File: config.mk
export PLATFORM = sky130hd
export DESIGN_NAME = hscan_timing_gen
export DESIGN_NICKNAME = d
export VERILOG_FILES = /design/src/rtl/hscan_pkg.sv /design/src/rtl/hscan_seq.sv /design/src/rtl/hscan_strobe.sv /design/src/rtl/hscan_outreg.sv /design/src/rtl/hscan_timing_gen.sv
export SDC_FILE = /design/constraint.sdc
export NUM_CORES = 1
export LEC_CHECK = 0
export ABC_AREA = 1
export CORE_ASPECT_RATIO = 0.75
export CORE_UTILIZATION = 45
export CTS_CLUSTER_DIAMETER = 30
export CTS_CLUSTER_SIZE = 24
export DETAILED_ROUTE_END_ITERATION = 7
export DONT_BUFFER_PORTS = 1
export PLACE_DENSITY = 0.62
export RECOVER_POWER = 25
export SLEW_MARGIN = 40
export SYNTH_ARGS = -nofsm -noshare
export SYNTH_HDL_FRONTEND = slang
export SYNTH_SLANG_ARGS = --single-unit
File: constraint.sdc
create_clock -name clk -period 2.25 [get_ports clk]
set_input_delay 0.225 -clock clk [delete_from_list [all_inputs] [get_ports clk]]
set_output_delay 0.225 -clock clk [all_outputs]
set_load 0.01 [all_outputs]
File: src/rtl/hscan_pkg.sv
package hscan_pkg;

  typedef enum logic [1:0] {
    ST_IDLE = 2'd0,
    ST_WAIT = 2'd1,
    ST_LEAD = 2'd2,
    ST_RUN  = 2'd3
  } seq_state_t;

  // Phase slot of a strobe position inside one shift period
  function automatic int unsigned strobe_slot(input int unsigned pos,
                                              input int unsigned div,
                                              input int unsigned nch);
    return (pos * div) / nch;
  endfunction

endpackage

File: src/rtl/hscan_seq.sv
module hscan_seq
  import hscan_pkg::*;
#(
  parameter int DIV   = 8,
  parameter int OFS_W = 8,
  parameter int LEN_W = 8,
  localparam int PH_W = (DIV > 2) ? $clog2(DIV) : 1,
  localparam int HALF = DIV / 2
) (
  input  logic             clk,
  input  logic             rst,
  input  logic             line_sync,
  input  logic [OFS_W-1:0] ofs_cfg,
  input  logic [LEN_W-1:0] len_cfg,
  output seq_state_t       state,
  output logic [PH_W-1:0]  phase,
  output logic             first_period
);

  seq_state_t       st_q;
  logic [OFS_W-1:0] ofs_cnt;
  logic [LEN_W-1:0] len_q;
  logic [LEN_W-1:0] per_q;
  logic [PH_W-1:0]  ph_q;

  always_ff @(posedge clk) begin
    if (rst) begin
      st_q    <= ST_IDLE;
      ofs_cnt <= '0;
      len_q   <= '0;
      per_q   <= '0;
      ph_q    <= '0;
    end else if (line_sync) begin
      st_q    <= ST_WAIT;
      ofs_cnt <= ofs_cfg;
      len_q   <= len_cfg;
      per_q   <= '0;
      ph_q    <= '0;
    end else begin
      case (st_q)
        ST_WAIT: begin
          if (ofs_cnt == '0) begin
            st_q <= ST_LEAD;
            ph_q <= '0;
          end else begin
            ofs_cnt <= ofs_cnt - 1'b1;
          end
        end
        ST_LEAD: begin
          if (ph_q == PH_W'(HALF - 1)) begin
            ph_q  <= '0;
            per_q <= '0;
            st_q  <= (len_q == '0) ? ST_IDLE : ST_RUN;
          end else begin
            ph_q <= ph_q + 1'b1;
          end
        end
        ST_RUN: begin
          if (ph_q == PH_W'(DIV - 1)) begin
            ph_q <= '0;
            if (per_q == len_q - LEN_W'(1)) begin
              st_q <= ST_IDLE;
            end else begin
              per_q <= per_q + 1'b1;
            end
          end else begin
            ph_q <= ph_q + 1'b1;
          end
        end
        default: begin
          ph_q <= '0;
        end
      endcase
    end
  end

  assign state        = st_q;
  assign phase        = ph_q;
  assign first_period = (per_q == '0);

  // the phase counter never leaves one shift period
  p_phase_bound_r4: assert property (@(posedge clk) disable iff (rst)
    32'(ph_q) < DIV);

  // a zero length never reaches the running state
  p_run_nonzero_r10: assert property (@(posedge clk) disable iff (rst)
    (st_q == ST_RUN) |-> (len_q != '0));

  // the wait state is left only through the lead-in
  p_wait_to_lead_r2: assert property (@(posedge clk) disable iff (rst)
    (st_q == ST_WAIT && !line_sync && ofs_cnt == '0) |=> (st_q == ST_LEAD));

endmodule

File: src/rtl/hscan_strobe.sv
module hscan_strobe
  import hscan_pkg::*;
#(
  parameter int DIV  = 8,
  parameter int NCH  = 6,
  localparam int PH_W = (DIV > 2) ? $clog2(DIV) : 1
) (
  input  logic            run,
  input  logic            dir_right,
  input  logic [PH_W-1:0] phase,
  output logic [NCH-1:0]  hit
);

  for (genvar k = 0; k < NCH; k++) begin : g_chan
    localparam int unsigned RSLOT = strobe_slot(k, DIV, NCH);
    localparam int unsigned LSLOT = strobe_slot(NCH - 1 - k, DIV, NCH);
    logic [PH_W-1:0] slot;
    assign slot   = dir_right ? PH_W'(RSLOT) : PH_W'(LSLOT);
    assign hit[k] = run && (phase == slot);
  end

endmodule

File: src/rtl/hscan_outreg.sv
module hscan_outreg
  import hscan_pkg::*;
#(
  parameter int DIV  = 8,
  parameter int NCH  = 6,
  localparam int PH_W = (DIV > 2) ? $clog2(DIV) : 1,
  localparam int HALF = DIV / 2
) (
  input  logic            clk,
  input  logic            rst,
  input  seq_state_t      state,
  input  logic [PH_W-1:0] phase,
  input  logic            first_period,
  input  logic [NCH-1:0]  hit,
  output logic            scan_start,
  output logic            shclk_a,
  output logic            shclk_b,
  output logic [NCH-1:0]  chan_strobe,
  output logic            line_active
);

  logic run_n, clk_n, start_n;

  always_comb begin
    run_n   = (state == ST_RUN);
    clk_n   = run_n && (phase < PH_W'(HALF));
    start_n = (state == ST_LEAD) || (run_n && first_period && (phase < PH_W'(HALF)));
  end

  always_ff @(posedge clk) begin
    if (rst) begin
      scan_start  <= 1'b0;
      shclk_a     <= 1'b0;
      shclk_b     <= 1'b1;
      chan_strobe <= '0;
      line_active <= 1'b0;
    end else begin
      scan_start  <= start_n;
      shclk_a     <= clk_n;
      shclk_b     <= !clk_n;
      chan_strobe <= hit;
      line_active <= run_n;
    end
  end

  // the two shift clocks are exact complements
  p_clk_complement_r4: assert property (@(posedge clk) disable iff (rst)
    shclk_b == !shclk_a);

  // the start pulse rises while the reference clock is still idle
  p_start_setup_r3: assert property (@(posedge clk) disable iff (rst)
    $rose(scan_start) |-> (!shclk_a && !line_active));

  // at most one channel strobe per cycle
  p_strobe_onehot_r6: assert property (@(posedge clk) disable iff (rst)
    $onehot0(chan_strobe));

  // strobes appear only inside the active window
  p_strobe_in_line_r5: assert property (@(posedge clk) disable iff (rst)
    (chan_strobe != '0) |-> line_active);

  // outside the active window the reference clock stays low
  p_idle_clock_r8: assert property (@(posedge clk) disable iff (rst)
    !line_active |-> !shclk_a);

endmodule

File: src/rtl/hscan_timing_gen.sv
module hscan_timing_gen
  import hscan_pkg::*;
#(
  parameter int DIV   = 8,
  parameter int NCH   = 6,
  parameter int OFS_W = 8,
  parameter int LEN_W = 8
) (
  input  logic             clk,
  input  logic             rst,
  input  logic             line_sync,
  input  logic             dir_right,
  input  logic [OFS_W-1:0] ofs_cfg,
  input  logic [LEN_W-1:0] len_cfg,
  output logic             scan_start,
  output logic             shclk_a,
  output logic             shclk_b,
  output logic [NCH-1:0]   chan_strobe,
  output logic             line_active
);

  localparam int PH_W = (DIV > 2) ? $clog2(DIV) : 1;

  seq_state_t      state;
  logic [PH_W-1:0] phase;
  logic            first_period;
  logic [NCH-1:0]  hit;

  hscan_seq #(.DIV(DIV), .OFS_W(OFS_W), .LEN_W(LEN_W)) u_seq (
    .clk          (clk),
    .rst          (rst),
    .line_sync    (line_sync),
    .ofs_cfg      (ofs_cfg),
    .len_cfg      (len_cfg),
    .state        (state),
    .phase        (phase),
    .first_period (first_period)
  );

  hscan_strobe #(.DIV(DIV), .NCH(NCH)) u_strobe (
    .run       (state == ST_RUN),
    .dir_right (dir_right),
    .phase     (phase),
    .hit       (hit)
  );

  hscan_outreg #(.DIV(DIV), .NCH(NCH)) u_out (
    .clk          (clk),
    .rst          (rst),
    .state        (state),
    .phase        (phase),
    .first_period (first_period),
    .hit          (hit),
    .scan_start   (scan_start),
    .shclk_a      (shclk_a),
    .shclk_b      (shclk_b),
    .chan_strobe  (chan_strobe),
    .line_active  (line_active)
  );

endmodule

Word level (Yosys, flattened, before mapping)
Index checks and enable logic that the tools add are counted.
{ "totals": {"register_bits": 39, "input_bits": 20, "output_inout_bits": 10, "elab_cells": 85} }
{ "classes": {"add_sub_neg": 4, "magnitude_cmp": 1, "eq_ne": 22, "muxes": 24, "n_reduce_logical": 23} }
{ "op_table": {"columns": ["op", "n"], "rows": [
  ["$mux W8", 6],
  ["$mux W3", 9],
  ["$logic_not A8 Y1", 3],
  ["$eq A3 B3 Y1", 6],
  ["$pmux W8 S2", 1],
  ["$sub A8 B1 Y8 const B", 2],
  ["$mux W2", 5],
  ["$ne A2 B2 Y1 const B", 5],
  ["$reduce_and A5 Y1", 2],
  ["$logic_and A1 B1 Y1", 9],
  ["$ne A3 B3 Y1 const B", 3],
  ["$pmux W3 S3", 1],
  ["$add A8 B1 Y8 const B", 1],
  ["$eq A8 B8 Y1", 1],
  ["$pmux W2 S3", 1],
  ["$eq A2 B2 Y1 const B", 2],
  ["$reduce_and A4 Y1", 1],
  ["$reduce_bool A2 Y1", 2],
  ["$reduce_bool A4 Y1", 1],
  ["$add A3 B1 Y3 const B", 1],
  ["$eq A3 B2 Y1 const B", 1],
  ["$eq A3 B3 Y1 const B", 1],
  ["$lt A3 B3 Y1 const B", 1],
  ["$ne A3 B2 Y1 const B", 1],
  ["other kinds (8)", 8]
]} }

Longest topological paths before layout
Gate-level depths: netlist (run 1).
{ "logic_depth": {"word_depth": 6, "ltp_mapped": 17, "ltp_nobuf": 17} }

Cells and area by module
Synthesis (run 1) repeated with hierarchy kept, for this count alone.
{ "hier_totals": {"cells_unflattened": 336, "area_unflattened_um2": 2306.0} }
{ "modules_own_cells": {"columns": ["module", "n_inst", "cells_each", "area_per_inst_um2", "seq_area_each_um2"], "rows": [
  ["hscan_seq", 1, 280, 1890.6, 580.6],
  ["hscan_outreg", 1, 32, 317.8, 200.2],
  ["hscan_strobe", 1, 22, 90.1, 0.0],
  ["hscan_timing_gen", 1, 2, 7.5, 0.0]
]} }

Worst setup path before layout (run 1)
Ideal clock, no wire load.
{ "synth_path": {"path_kind": "reg-to-reg", "startpoint": "reg u_seq.len_q[0]", "endpoint": "reg u_seq.st_q[0], in the netlist u_seq.state[0]", "arrival_ns": 1.609, "required_ns": 2.140, "path_slack_ns": 0.531, "path_stages_with_launch": 18, "n_path_buf": 0, "period_less_slack_ns": 1.719, "path_cell_list": "dfxtp_1 -> inv_2 -> ha_1 -> inv_1 -> nand2_1 -> nand2_1 -> nor2_2 -> nand2_1 -> nor2_1 -> nand2_1 -> nor2_2 -> nand2_1 -> nand2_1 -> nand3_1 -> nand2_1 -> nand3_1 -> nand2_1 -> inv_1"} }
{ "synth_between": {"elab_chain_len": 5, "elab_cells_between_ends": 9} }
{ "synth_lines": {"columns": ["element", "line_no", "source"], "rows": [
  ["start: declaration", "hscan_seq.sv:22", "logic [LEN_W-1:0] len_q;"],
  ["start signal: assignment", "hscan_seq.sv:36", "len_q <= len_cfg;"],
  ["parallel branches: the longest is 5 deep, another holds $sub A8 B1 Y8", null, null],
  ["end signal: assignment", "hscan_seq.sv:53", "st_q <= (len_q == '0) ? ST_IDLE : ST_RUN;"],
  ["end: declaration", "hscan_seq.sv:20", "seq_state_t st_q;"]
]} }
Several ways; the timed one is not identified. The select of a mux whose other input is x is not followed.
A chain may end at the register's enable or synchronous reset.

Worst setup path after layout (run 1)
{ "layout_path": {"startpoint": "reg u_seq.len_q[0]", "endpoint": "reg u_seq.per_q[2]"} }
{ "layout_between": {"elab_chain_len": 4} }
{ "layout_lines": {"columns": ["element", "line_no", "source"], "rows": [
  ["$sub A8 B1 Y8", "hscan_seq.sv:61", "if (per_q == len_q - LEN_W'(1)) begin"],
  ["$eq A8 B8 Y1", "hscan_seq.sv:61", null],
  ["$ne A2 B2 Y1 (no line)", null, null],
  ["$reduce_and A4 Y1 (no line)", null, null],
  ["end signal: assignment", "hscan_seq.sv:64", "per_q <= per_q + 1'b1;"],
  ["end: declaration", "hscan_seq.sv:23", "logic [LEN_W-1:0] per_q;"]
]} }
Every way passes these cells.

==> qor.yml, run 1 <==
setup_path:
  crit_path_start_kind: "register"
  worst_ep_required_time_ns: 2.48
  path_cells: "inv_2, ha_1, inv_1, nand2_1, nand2_1, nor2_2, nand2_1, nor2_1, nand2_1, nor2_2, nand3_2, nand2_4, inv_4, nand2_1, nand2_1, a21oi_1"
  max_stage_delay_ns: 0.38
  crit_path_frequent_cell: "nand2_1"
  critical_path.max_fanout: 9
  worstSetupPathType: "register to register"
  cp.arrival_ns: 2.19
  r2r-end: "u_seq.per_q[2]$_SDFFE_PP0P_"
  endpoint: "u_seq.per_q[2]$_SDFFE_PP0P_"
  reg2reg_slack_ns: 0.29
  cp-startpoint: "u_seq.len_q[0]$_SDFFE_PP0P_"
  crit_slowest_cell: "dfxtp_1"
  endpoint_kind: "register"
  r2r_start: "u_seq.len_q[0]$_SDFFE_PP0P_"
  reg2reg_depth: 16
synth:
  synthArstFlopShare_pct: 0
  synth_most_common_cell: "nand2_1"
  synth_edf_count: 0
  syn-instance-count: 317
  synth_area_um2: 2185
  avgSynthCellArea_um2: 6.891
  synth_fp_nets: 350
  ys.flop_type: "dfxtp_1"
  synth-seq-cells: 39
  synth_area_leaders: "dfxtp_1, nand2_1, ha_1, inv_1, nor2_1"
  synth_largest_area_cell: "dfxtp_1"
  yosysSeqAreaShare_pct: 35.74
  ys_top_cells_by_count: "nand2_1, dfxtp_1, inv_1, nor2_1, a21oi_1"
  yosys.area.top_type_share_pct: 35.74
  yosysWarnings: 0
  ys_types: 32
floorplanning:
  initial_core_util_pct: 47.78
  fp.dieW_um: 82.46
  rows: 21
  placeableCoreArea_um2: 4572
  ios: 30
  fp.dieH_um: 62.34
  dieArea_um2: 5140
timing:
  max_freq_ghz: 0.5106
  post-route-min-period_ns: 1.959
  drv_slew: 0
  grt_setup_unrepaired: "no"
  fin_skew_ns: 0.006074
  setup_viol: 0
  maxSlewHeadroom_pct: 63.60
  period_share_pct: 87.04
  fin_tns_setup_ns: 0
  worst_pin_slew_ns: 0.5455
  timing.hold.ws_ns: 0.03552
  hold_viol: 0
drt:
  dr_total_vias: 1919
  wl_per_cell_um: 12.12
  wl_um: 4583
  drcViolationCount: 0
  drt_iter0_markers: 87
  dr.pass1.iters: 4
  drtAntennaViolNets: 0
  vias_per_cell: 5.077
placement:
  dpl.hpwl_um: 3478
  place.gp.congestion: 0.8344
  dp_cells: 368
  port-buffer-count: 0
min_path:
  hold_class: "input pin to register"
  min_from: "rst"
clock_network:
  htree_levels: 2
  cts_max_path_buffers: 2
  clk_pin_slew_ns: 0.09
  cts_tree: "done"
  clock_sinks: 39
  cts_buffers: 5
  root_buffer: "clkbuf_8"
  clk_latency_ns: 0.29
  post_cts_buffers: 0
global_routing:
  antenna_found_initial: 0
  grt_pass1_wl_um: 7872
  grt_pass1_vias: 1737
  grt_max_degree: 21
  gr-total-overflow: 0
  grt.total_usage_pct: 19.99
power:
  power.leakage_nw: 0.9953
  ir_drop_mv: 0.3256
  p_per_area_nw_per_um2: 640.1
finish:
  layout-drive-gt1-share_pct: 8.411
  nNetsFinal: 353
  layout.cells.non_filler: 378
  area_growth_pct: 7.159
  antenna_cells: 0
outcome:
  outcome: "completed"
job:
  drv_cap: 0
## final cells by class
class,instances,area (µm²)
flip-flops and latches,39,780.7
clock buffers,5,68.82
fillers,470,2231
inverters,46,175.2
multi-input cells,225,1194
clock inverters,3,23.77
repair buffers,3,27.53
well taps,57,71.32
## how the worst min path moves through the flow
stage / depth (start not counted) / slack, ns / to
floorplan: 2 / 0.39 / u_seq.ofs_cnt[1]$_SDFFE_PP0P_
global placement: 1 / 0.30 / u_seq.ofs_cnt[1]$_SDFFE_PP0P_
detailed placement: 1 / 0.30 / u_seq.ofs_cnt[6]$_SDFFE_PP0P_
CTS: 1 / 0.002 / u_out.scan_start$_SDFF_PP0_
global route: 1 / 0.03 / u_out.line_active$_SDFF_PP0_
finish: 1 / 0.04 / u_out.line_active$_SDFF_PP0_
## routing by layer
metal / wire (µm) / track usage, % / part of all wire [%] / vias to the layer above
li1: - / - / - / 1024
met1: 2607 / 29.87 / 57 / 841
met2: 1718 / 27.89 / 37 / 47
met3: 211 / 5.147 / 4.6 / 7
met4: 46 / 5.263 / 1.0 / 0
met5: 0 / 0 / 0 / -
## worst max-delay path: cells and delay by family (launching register included)
kind | cells | cell delay (ns)
buffers and inverters | 3 | 0.19
and+or+nand+nor | 11 | 0.90
AOI/OAI and AO/OA | 1 | 0.11
adders and majority gates | 1 | 0.31
DFF | 1 | 0.38
## flip-flops by register name, summed over array words and instances (netlist names)
signal,count
u_out.chan_strobe,6
u_seq.len_q,8
u_out.scan_start,1
u_seq.per_q,8
u_out.line_active,1
u_out.shclk_a,1
u_seq.ofs_cnt,8
u_out.shclk_b,1
u_seq.state,2
u_seq.phase,3
## cell families (layout without fill, tap and decap cells)
| family | count (synthesis) | count (layout) | synth area share, % |
|---|---|---|---|
| fa+ha+maj | 13 | 13 | 7.446 |
| compound gates | 55 | 55 | 14.03 |
| xor+xnor | 11 | 11 | 4.410 |
| buf+inv | 53 | 57 | 9.622 |
| simple gates | 146 | 146 | 28.75 |
| flops | 39 | 39 | 35.74 |
## stage by stage
| step | power [mW] | util [%] | worst slack, ns | instance area [µm²] |
|---|---|---|---|---|
| 2_1_floorplan | 0.9699 | - | 0.5311 | 2185 |
| 3_3_place_gp | 1.015 | 48.74 | 0.3085 | 2228 |
| 3_5_place_dp | 1.016 | 48.74 | 0.3201 | 2228 |
| 4_1_cts | 1.505 | 50.99 | 0.2761 | 2331 |
| 5_1_grt | 1.593 | 51.20 | 0.02362 | 2341 |
| 6_report | 1.498 | 51.20 | 0.2915 | 2341 |
## placed cells by master (no fill, tap or decap)
cell           instances
a211oi_1               2
a21oi_1               22
a22oi_1                2
a311oi_1               2
a31oi_1                5
buf_4                  1
clkbuf_8               5
clkinv_1               1
clkinvlp_4             2
dfxtp_1               39
dlygate4sd3_1          2
ha_1                  13
inv_1                 39
inv_2                  5
inv_4                  1
inv_6                  1
nand2_1               72
nand2_2                2
nand2_4                1
nand3_1               20
nand3_2                1
nand4_1                5
nor2_1                34
nor2_2                 5
nor3_1                 3
nor4_1                 1
o211ai_1               1
o21ai_0               17
o21ai_1                2
o21ai_2                1
o22ai_1                1
or2_2                  2
xnor2_1                3
xor2_1                 8
## repair_timing
action,in CTS,in global routing
gates resized for setup,0,0
endpoints found under the hold margin,6,1
hold buffers,1,1
## where the power goes
| group | internal (mW) | leakage, nW | total [mW] | switching, mW |
|---|---|---|---|---|
| clock network | 0.222 | 0.0408 | 0.491 | 0.269 |
| registers | 0.720 | 0.319 | 0.747 | 0.0274 |
| logic | 0.0943 | 0.636 | 0.260 | 0.166 |
| total | 1.04 | 0.995 | 1.50 | 0.463 |
Note: power is estimated with default switching activity, not from simulation.
==> run 2, diff against run 1 <==
--- a/config.mk
+++ b/config.mk
@@ -6,7 +6,6 @@
 export NUM_CORES = 1
 export LEC_CHECK = 0
 export ABC_AREA = 1
-export CORE_ASPECT_RATIO = 0.75
 export CORE_UTILIZATION = 45
 export CTS_CLUSTER_DIAMETER = 30
 export CTS_CLUSTER_SIZE = 24
==> run 2 against run 1 <==
Compared with the run above: clock skew grew 0.0025 ns; clock power increased by 20%; critical path depth down 1; core utilization grew 1.1 points; combinational power is essentially flat; global-route usage fell by 0.72 points; flip-flop and latch count unchanged; routed wire length is 4.2% lower; setup slack better by 0.021 ns; non-clock buffer count stayed put; critical path type unchanged; largest cell class unchanged; highest routed layer unchanged.
==> qor.yml, run 2 (synthesis gave the netlist of run 1 again) <==
global_routing:
  grt_max_degree: 21
  grt.total_usage_pct: 19.27
  grt_pass1_wl_um: 7976
  antenna_found_initial: 0
  gr-total-overflow: 0
  grt_pass1_vias: 1800
power:
  power.leakage_nw: 1.013
  ir_drop_mv: 0.3486
  p_per_area_nw_per_um2: 677.0
setup_path:
  r2r_start: "u_seq.len_q[0]$_SDFFE_PP0P_"
  cp.arrival_ns: 2.13
  critical_path.max_fanout: 5
  worst_ep_required_time_ns: 2.44
  endpoint_kind: "register"
  worstSetupPathType: "register to register"
  crit_path_start_kind: "register"
  cp-startpoint: "u_seq.len_q[0]$_SDFFE_PP0P_"
min_path:
  hold_class: "input pin to register"
  min_from: "rst"
finish:
  layout-drive-gt1-share_pct: 8.411
  antenna_cells: 0
  post-route-util_pct: 52.28
  most-common-layout-cells: "nand2_1, inv_1, dfxtp_1, nor2_1, a21oi_1"
  fillers: 465
  top_regs: "u_seq.len_q (8), u_seq.ofs_cnt (8), u_seq.per_q (8)"
  mostFrequentLayoutCell: "nand2_1"
  fin_area_um2: 2355
  area_growth_pct: 7.789
  nNetsFinal: 353
floorplanning:
  dieArea_um2: 5137
  fp.dieH_um: 71.68
  initial_core_util_pct: 48.50
  fp.dieW_um: 71.68
  ios: 30
  rows: 24
  placeableCoreArea_um2: 4504
timing:
  drv_slew: 0
  hold_viol: 0
  setup_viol: 0
  grt_setup_unrepaired: "no"
  fin_tns_setup_ns: 0
  post-route-min-period_ns: 1.937
  period_share_pct: 86.10
  maxSlewHeadroom_pct: 65.27
  max_freq_ghz: 0.5162
  fin_skew_ns: 0.008580
  worst_pin_slew_ns: 0.5204
clock_network:
  clk_latency_ns: 0.29
  postCtsHoldBufs: 1
  clk_pin_slew_ns: 0.08
  cts_buffers: 5
  cts_tree: "done"
  htree_levels: 2
  root_buffer: "clkbuf_8"
  cts-resized-gates: 0
  clock_sinks: 39
  post_cts_buffers: 0
  cts_max_path_buffers: 2
drt:
  dr_total_vias: 1951
  wl_per_cell_um: 11.77
  wl_um: 4392
  drtAntennaViolNets: 0
  drt_iter0_markers: 73
  drcViolationCount: 0
  vias_per_cell: 5.231
  dr.pass1.iters: 4
placement:
  place.gp.congestion: 0.8413
  port-buffer-count: 0
  dpl.hpwl_um: 3377
  placed_area_um2: 2222
outcome:
  outcome: "completed"
job:
  drv_cap: 0
==> run 2: changes by cell type in the layout (fill, tap and decap cells not counted) <==
cell | previous run | this run
clkinv_4 | 0 | 1
inv_6 | 1 | 0
clkinv_2 | 0 | 1
bufinv_16 | 0 | 1
clkinvlp_4 | 2 | 0
==> run 2: worst paths after layout <==
kind,endpoint,slack (ns),depth (start not counted)
hold reg to reg,u_seq.ofs_cnt[4]$_SDFFE_PP0P_,0.50,2
hold / removal,u_out.line_active$_SDFF_PP0_,0.05,1
setup / recovery,u_seq.state[1]$_SDFFE_PP0P_,0.31,15
setup reg to reg,u_seq.state[1]$_SDFFE_PP0P_,0.31,15
==> run 2: per-stage QoR <==
stage / total power, mW / std cells / hold WS (ns) / setup slack (ns)
floorplan: 0.9699 / 317 / 0.3929 / 0.5311
global placement: 1.014 / 363 / 0.2962 / 0.3111
detailed placement: 1.018 / 363 / 0.2990 / 0.3195
CTS: 1.605 / 372 / 0.00005454 / 0.2942
global route: 1.683 / 373 / 0.04317 / 0.05187
finish: 1.594 / 373 / 0.05348 / 0.3128
==> run 2: area by class of cell <==
| cell class | count | area [µm²] | share of cell area, % |
|---|---|---|---|
| tap | 52 | 65.06 | 2.763 |
| sequential | 39 | 780.7 | 33.16 |
| inverter | 46 | 175.2 | 7.439 |
| clock inverter | 3 | 43.79 | 1.860 |
| clock buffer | 5 | 68.82 | 2.922 |
| multi-input combinational | 225 | 1194 | 50.69 |
| timing repair buffer | 3 | 27.53 | 1.169 |
==> run 2: per-layer routing <==
| metal | routed length (µm) | GRT usage [%] | up-vias |
|---|---|---|---|
| met5 | 0 | 0 | - |
| met4 | 37 | 4.575 | 0 |
| met3 | 251 | 3.797 | 5 |
| met2 | 1866 | 29.87 | 58 |
| met1 | 2236 | 27.53 | 860 |
| li1 | - | - | 1028 |
==> run 2: power breakdown <==
part	internal [mW]	total (mW)	switching, mW
Sequential	0.720	0.747	0.0268
Combinational	0.0944	0.261	0.166
Clock	0.330	0.587	0.257
Total	1.14	1.59	0.450
==> run 2: critical path, cell delays in order, from the launching register on <==
cell	delay, ns
dfxtp_1	0.37
inv_2	0.08
ha_1	0.31
inv_1	0.04
nand2_1	0.05
nand2_1	0.05
nor2_2	0.09
nand2_1	0.05
nor2_1	0.09
nand2_1	0.07
nor2_2	0.11
nand2_1	0.07
nand2_1	0.11
nand3_1	0.11
nor3_1	0.16
nor2_1	0.06
